[config.mk]
export PLATFORM = sky130hd
export DESIGN_NAME = hz_decode_ctrl
export DESIGN_NICKNAME = d
export VERILOG_FILES = /design/src/rtl/hz_pkg.sv /design/src/rtl/hz_rst_sync.sv /design/src/rtl/hz_load_track.sv /design/src/rtl/hz_load_use.sv /design/src/rtl/hz_branch_chk.sv /design/src/rtl/hz_decode_ctrl.sv
export SDC_FILE = /design/constraint.sdc
export NUM_CORES = 1
export LEC_CHECK = 0
export CORE_UTILIZATION = 31
export CTS_CLUSTER_DIAMETER = 150
export CTS_CLUSTER_SIZE = 12
export DETAILED_ROUTE_END_ITERATION = 12
export GPL_TIMING_DRIVEN = 0
export PLACE_DENSITY = 0.84
export SYNTH_ARGS = -nofsm -noshare
export SYNTH_HDL_FRONTEND = slang
export SYNTH_SLANG_ARGS = --single-unit
[constraint.sdc]
create_clock -name clk -period 1.6 [get_ports clk]
set_input_delay 0.24 -clock clk [delete_from_list [all_inputs] [get_ports clk]]
set_output_delay 0.24 -clock clk [all_outputs]
set_load 0.02 [all_outputs]
[src/rtl/hz_pkg.sv]
package hz_pkg;
  localparam int NUM_SRC = 2;

  typedef enum logic {
    CMP_FROM_RF    = 1'b0,
    CMP_FROM_EXMEM = 1'b1
  } cmp_src_e;
endpackage

[src/rtl/hz_rst_sync.sv]
module hz_rst_sync (
  input  logic clk,
  input  logic rst_n,
  output logic rst_sync_n
);
  logic [1:0] sync_q;

  always_ff @(posedge clk or negedge rst_n) begin
    if (!rst_n) sync_q <= 2'b00;
    else        sync_q <= {sync_q[0], 1'b1};
  end

  assign rst_sync_n = sync_q[1];
endmodule

[src/rtl/hz_load_track.sv]
module hz_load_track (
  input  logic clk,
  input  logic rst_n,
  input  logic ex_is_load,
  output logic mem_is_load
);
  logic load_d;
  logic load_q;

  always_comb begin
    load_d = ex_is_load;
  end

  always_ff @(posedge clk or negedge rst_n) begin
    if (!rst_n) load_q <= 1'b0;
    else        load_q <= load_d;
  end

  assign mem_is_load = load_q;
endmodule

[src/rtl/hz_load_use.sv]
module hz_load_use #(
  parameter int AW = 5
) (
  input  logic          ex_is_load,
  input  logic [AW-1:0] ex_dst,
  input  logic [AW-1:0] src_a,
  input  logic [AW-1:0] src_b,
  output logic          stall_o
);
  logic dst_live;
  logic hit_a;
  logic hit_b;

  always_comb begin
    dst_live = (ex_dst != '0);
    hit_a    = (ex_dst == src_a);
    hit_b    = (ex_dst == src_b);
    stall_o  = ex_is_load & dst_live & (hit_a | hit_b);
  end
endmodule

[src/rtl/hz_branch_chk.sv]
module hz_branch_chk
  import hz_pkg::*;
#(
  parameter int AW = 5
) (
  input  logic               is_branch,
  input  logic               ex_wr_en,
  input  logic [AW-1:0]      ex_dst,
  input  logic               mem_wr_en,
  input  logic [AW-1:0]      mem_dst,
  input  logic               mem_is_load,
  input  logic [AW-1:0]      src_a,
  input  logic [AW-1:0]      src_b,
  output logic               stall_o,
  output logic [NUM_SRC-1:0] fwd_o
);
  logic [NUM_SRC-1:0][AW-1:0] srcs;
  logic [NUM_SRC-1:0]         ex_hit;
  logic [NUM_SRC-1:0]         mem_hit;
  logic                       ex_live;
  logic                       mem_live;

  assign srcs[0]  = src_a;
  assign srcs[1]  = src_b;
  assign ex_live  = ex_wr_en  & (ex_dst  != '0);
  assign mem_live = mem_wr_en & (mem_dst != '0);

  for (genvar g = 0; g < NUM_SRC; g++) begin : g_lane
    cmp_src_e sel;
    assign ex_hit[g]  = ex_live  & (ex_dst  == srcs[g]);
    assign mem_hit[g] = mem_live & (mem_dst == srcs[g]);
    assign sel        = (is_branch & mem_hit[g]) ? CMP_FROM_EXMEM : CMP_FROM_RF;
    assign fwd_o[g]   = (sel == CMP_FROM_EXMEM);
  end

  always_comb begin
    stall_o = is_branch & ((|ex_hit) | (mem_is_load & (|mem_hit)));
  end
endmodule

[src/rtl/hz_decode_ctrl.sv]
module hz_decode_ctrl
  import hz_pkg::*;
#(
  parameter int AW = 5
) (
  input  logic          clk,
  input  logic          rst_n,
  input  logic          ex_is_load,
  input  logic          ex_wr_en,
  input  logic [AW-1:0] ex_dst,
  input  logic          mem_wr_en,
  input  logic [AW-1:0] mem_dst,
  input  logic [AW-1:0] dec_src_a,
  input  logic [AW-1:0] dec_src_b,
  input  logic          dec_is_branch,
  input  logic          dec_is_jump,
  input  logic          dec_br_taken,
  output logic          pc_we,
  output logic          ifid_we,
  output logic          idex_bubble,
  output logic          if_flush,
  output logic          cmp_fwd_a,
  output logic          cmp_fwd_b
);
  logic               rst_sync_n;
  logic               mem_is_load;
  logic               lu_stall;
  logic               br_stall;
  logic               stall;
  logic               redirect;
  logic [NUM_SRC-1:0] fwd;

  hz_rst_sync u_rst_sync (
    .clk        (clk),
    .rst_n      (rst_n),
    .rst_sync_n (rst_sync_n)
  );

  hz_load_track u_load_track (
    .clk         (clk),
    .rst_n       (rst_sync_n),
    .ex_is_load  (ex_is_load),
    .mem_is_load (mem_is_load)
  );

  hz_load_use #(.AW(AW)) u_load_use (
    .ex_is_load (ex_is_load),
    .ex_dst     (ex_dst),
    .src_a      (dec_src_a),
    .src_b      (dec_src_b),
    .stall_o    (lu_stall)
  );

  hz_branch_chk #(.AW(AW)) u_branch_chk (
    .is_branch   (dec_is_branch),
    .ex_wr_en    (ex_wr_en),
    .ex_dst      (ex_dst),
    .mem_wr_en   (mem_wr_en),
    .mem_dst     (mem_dst),
    .mem_is_load (mem_is_load),
    .src_a       (dec_src_a),
    .src_b       (dec_src_b),
    .stall_o     (br_stall),
    .fwd_o       (fwd)
  );

  always_comb begin
    stall       = lu_stall | br_stall;
    redirect    = dec_is_jump | (dec_is_branch & dec_br_taken);
    pc_we       = ~stall;
    ifid_we     = ~stall;
    idex_bubble = stall;
    if_flush    = redirect & ~stall;
    cmp_fwd_a   = fwd[0];
    cmp_fwd_b   = fwd[1];
  end
endmodule

==> metrics.txt <==
run status complete, but fails checks; failing checks negative hold slack, negative setup slack; DIE WIDTH 38.3 µm; WS Path Type input port to output pin; Worst-Skew Late Latency 0.23 ns; placed wire-length estimate roughly 1.1 mm; overall overflow remaining after global route 0; max-slew violation total from the final report 0; top cell type by total area after synthesis sky130_fd_sc_hd__xor2_1; number of standard-cell rows in the floorplan 12; synthesized netlist cell count 47; timing-limited maximum frequency 554 MHz; buffers added on ports 33; DRC Markers 0; CTS hold repair buffers 0; synthesized area per cell 8.68 µm²; share of synthesized flip-flops with an asynchronous set or reset 100%; Fin Hold WS -0.000746 ns; Internal Pwr Total 283 µW; starting density of the core 34.8%; GPL Wtd Cong between 0.8 and 0.9; fraction of power consumed by sequential logic 20.0%; IR drop worst, VDD 0.466 mV; count leader, synth sky130_fd_sc_hd__xor2_1; distinct cell type count of the synthesized netlist 18; combinational share of power 48.1%; clock sinks 3; setup repair after global routing missed its margin true; Power Dens Cells 490 mW/mm²; synth-to-layout area growth 108%; Required @ worst endpoint 1.36 ns; Post-synth EDFFs 0; via count of the first global-routing pass 509; number of endpoints failing setup at the final stage 4; Final Net Count around 120; clock transition at the register clock pins on the worst setup and hold paths after CTS around 0.040 ns; utilization after layout 72.3%; count of pins on the block boundary 34; maximum count of clock buffers along a single path 2; ranking of synthesized cells by area sky130_fd_sc_hd__xor2_1 26%, sky130_fd_sc_hd__dfrtp_1 18%, sky130_fd_sc_hd__xnor2_1 17%; antenna-violating nets left 0; setup skew after layout 0.000757 ns; P_sw 131 µW; Critical Path Source Type input port; maximum fanout along the worst path 3; cell area after synthesis 408 µm²; die area approximately 0.0015 mm²; share of cells above drive strength 1 50.0%; Arrival @ worst endpoint 1.57 ns; Global Route Usage Sum 22.4%; Syn. warnings 0; clock network fraction of design power roughly a third; switching portion of total power 31.7%; TritonRoute pass-1 iters 4; footprint of the flip-flops and latches 75.1 µm²; category of the worst setup path capture point output pin; Final Routed Wirelength between 1 and 1.5 mm; wire length of the first global-routing pass ~2.2 mm; flip-flop and latch count after synthesis 3; Synthesized Nets 75; number of hold-slack violations in the final timing report 1; fin crit period 1.81 ns; final non-filler cell area 847 µm²; clock root buffer sky130_fd_sc_hd__clkbuf_4; share of synthesized area occupied by flip-flops and latches 18.4%; worst min-delay path category flip-flop to asynchronous set/reset pin; initial antenna violation count 0; CTS buffer count 3; CTS tree yes; Inserted Diodes 0; max-cap viol count 0; largest net degree at the start of global routing 5; ranking of synthesized cells by instance count 12 x sky130_fd_sc_hd__xor2_1, 8 x sky130_fd_sc_hd__xnor2_1, 4 x sky130_fd_sc_hd__nand3_1, 4 x sky130_fd_sc_hd__nor3_1; total cell area at the placement stage 791 µm²; Final Worst Setup Slack -0.206 ns; area of the multi-input gates 407 µm²; number of vias per cell 4.87; starting DRC count in detailed routing 2; vias after detailed routing 497; post-detailed-route wirelength per cell ~14 µm; standby leakage power 0.000364 µW; area share of the leading cell type in the synthesized netlist between 20 and 30%; die span in y 38.3 µm; floorplan core area 0.00117 mm²; number of H-tree branching levels 1; most used flip-flop cell after synthesis sky130_fd_sc_hd__dfrtp_1; Tcrit/Tclk final 113%; filler instances 99
[layer usage]
metal / global-route usage (%) / wire, µm / vias up
met4: 8.04 / 23 / 0
met3: 2.91 / 63 / 2
met1: 24.8 / 557 / 233
li1: - / - / 249
met5: 0 / 0 / -
met2: 42.4 / 795 / 13
[critical path, stage by stage]
cell and delay, ns:
sky130_fd_sc_hd__buf_8 0.10, sky130_fd_sc_hd__or4_4 0.54, sky130_fd_sc_hd__nor2_4 0.11, sky130_fd_sc_hd__a211oi_4 0.06, sky130_fd_sc_hd__buf_4 0.15, sky130_fd_sc_hd__a311oi_4 0.21
sky130_fd_sc_hd__buf_6 0.16
[registers in the layout (all words and copies together), names as in the netlist]
name	flops
u_load_track.mem_is_load	1
u_rst_sync.sync_q	2
[cells by family after synthesis]
| kind of cell | after synthesis | share of synthesized area (%) |
|---|---|---|
| xor gates and xnor gates | 20 | 42.9 |
| and+or+nand+nor | 14 | 18.1 |
| AOI/OAI and AO/OA | 8 | 17.8 |
| DFF | 3 | 18.4 |
| buffers and inverters | 1 | 1.84 |
| other | 1 | 0.919 |
[what timing repair did]
| action | CTS | global route |
|---|---|---|
| cloned | 0 | 0 |
| endpoints found under the setup margin | 6 | 6 |
| pin swaps | 15 | 17 |
| setup buffers | 2 | 2 |
| gates resized for setup | 110 | 14 |
[final cells by class]
cell class | count | share of cell area [%]
tap | 14 | 2.07
buffer | 1 | 1.33
sequential | 3 | 8.86
multi-input combinational | 43 | 48.0
timing repair buffer | 37 | 36.6
clock buffer | 4 | 3.10
[power by group through the flow]
stage	Sequential (µW)	Combinational (µW)	Clock, µW
floorplan	83.8	79.1	0
global placement	84.0	185	0
detailed placement	84.2	188	0
CTS	83.2	186	136
global route	83.7	212	141
finish	83.1	199	132
[through the flow]
| step | cells | hold slack, ns | total power [µW] | setup TNS (ns) | setup WS [ns] |
|---|---|---|---|---|---|
| floorplan | 47 | -0.0556 | 163 | -0.0526 | -0.0526 |
| global placement | 94 | -0.00204 | 269 | -5.54 | -1.07 |
| detailed placement | 94 | -0.00160 | 273 | -5.69 | -1.12 |
| CTS | 100 | 0.00140 | 405 | -0.798 | -0.281 |
| global route | 102 | 0.0102 | 437 | -0.772 | -0.234 |
| finish | 102 | -0.000746 | 415 | -0.586 | -0.206 |
[cells in the final DEF, fill, tap and decap left out, types with 2 or more instances in the layout]
| master | n |
|---|---|
| sky130_fd_sc_hd__nor3_1 | 3 |
| sky130_fd_sc_hd__xor2_1 | 11 |
| sky130_fd_sc_hd__dlygate4sd2_1 | 3 |
| sky130_fd_sc_hd__dfrtp_1 | 3 |
| sky130_fd_sc_hd__nor2_1 | 2 |
| sky130_fd_sc_hd__clkbuf_4 | 3 |
| sky130_fd_sc_hd__clkbuf_2 | 2 |
| sky130_fd_sc_hd__buf_4 | 5 |
| sky130_fd_sc_hd__nand3_1 | 3 |
| sky130_fd_sc_hd__xnor2_1 | 7 |
| sky130_fd_sc_hd__buf_8 | 2 |
| sky130_fd_sc_hd__clkdlybuf4s50_1 | 6 |
| sky130_fd_sc_hd__or4_4 | 2 |
| sky130_fd_sc_hd__buf_6 | 8 |
| sky130_fd_sc_hd__buf_2 | 11 |
[path summary, 6_finish.rpt]
| path | from | to | slack (ns) | cells after the start |
|---|---|---|---|---|
| worst max register to register | u_rst_sync.sync_q[0] | u_rst_sync.sync_q[1] | 1.13 | 0 |
| worst max-delay path | ex_dst[3] | if_flush | -0.21 | 7 |
| worst min register to register | u_rst_sync.sync_q[1] | u_load_track.mem_is_load | -0.0007 | 0 |
| min in group clk | u_rst_sync.sync_q[0] | u_rst_sync.sync_q[1] | 0.35 | 0 |
| max in group asynchronous | rst_n | u_rst_sync.sync_q[1] | 1.31 | 1 |
| worst min-delay path | u_rst_sync.sync_q[1] | u_load_track.mem_is_load | -0.0007 | 0 |
Power figures use the tool's default switching activity.
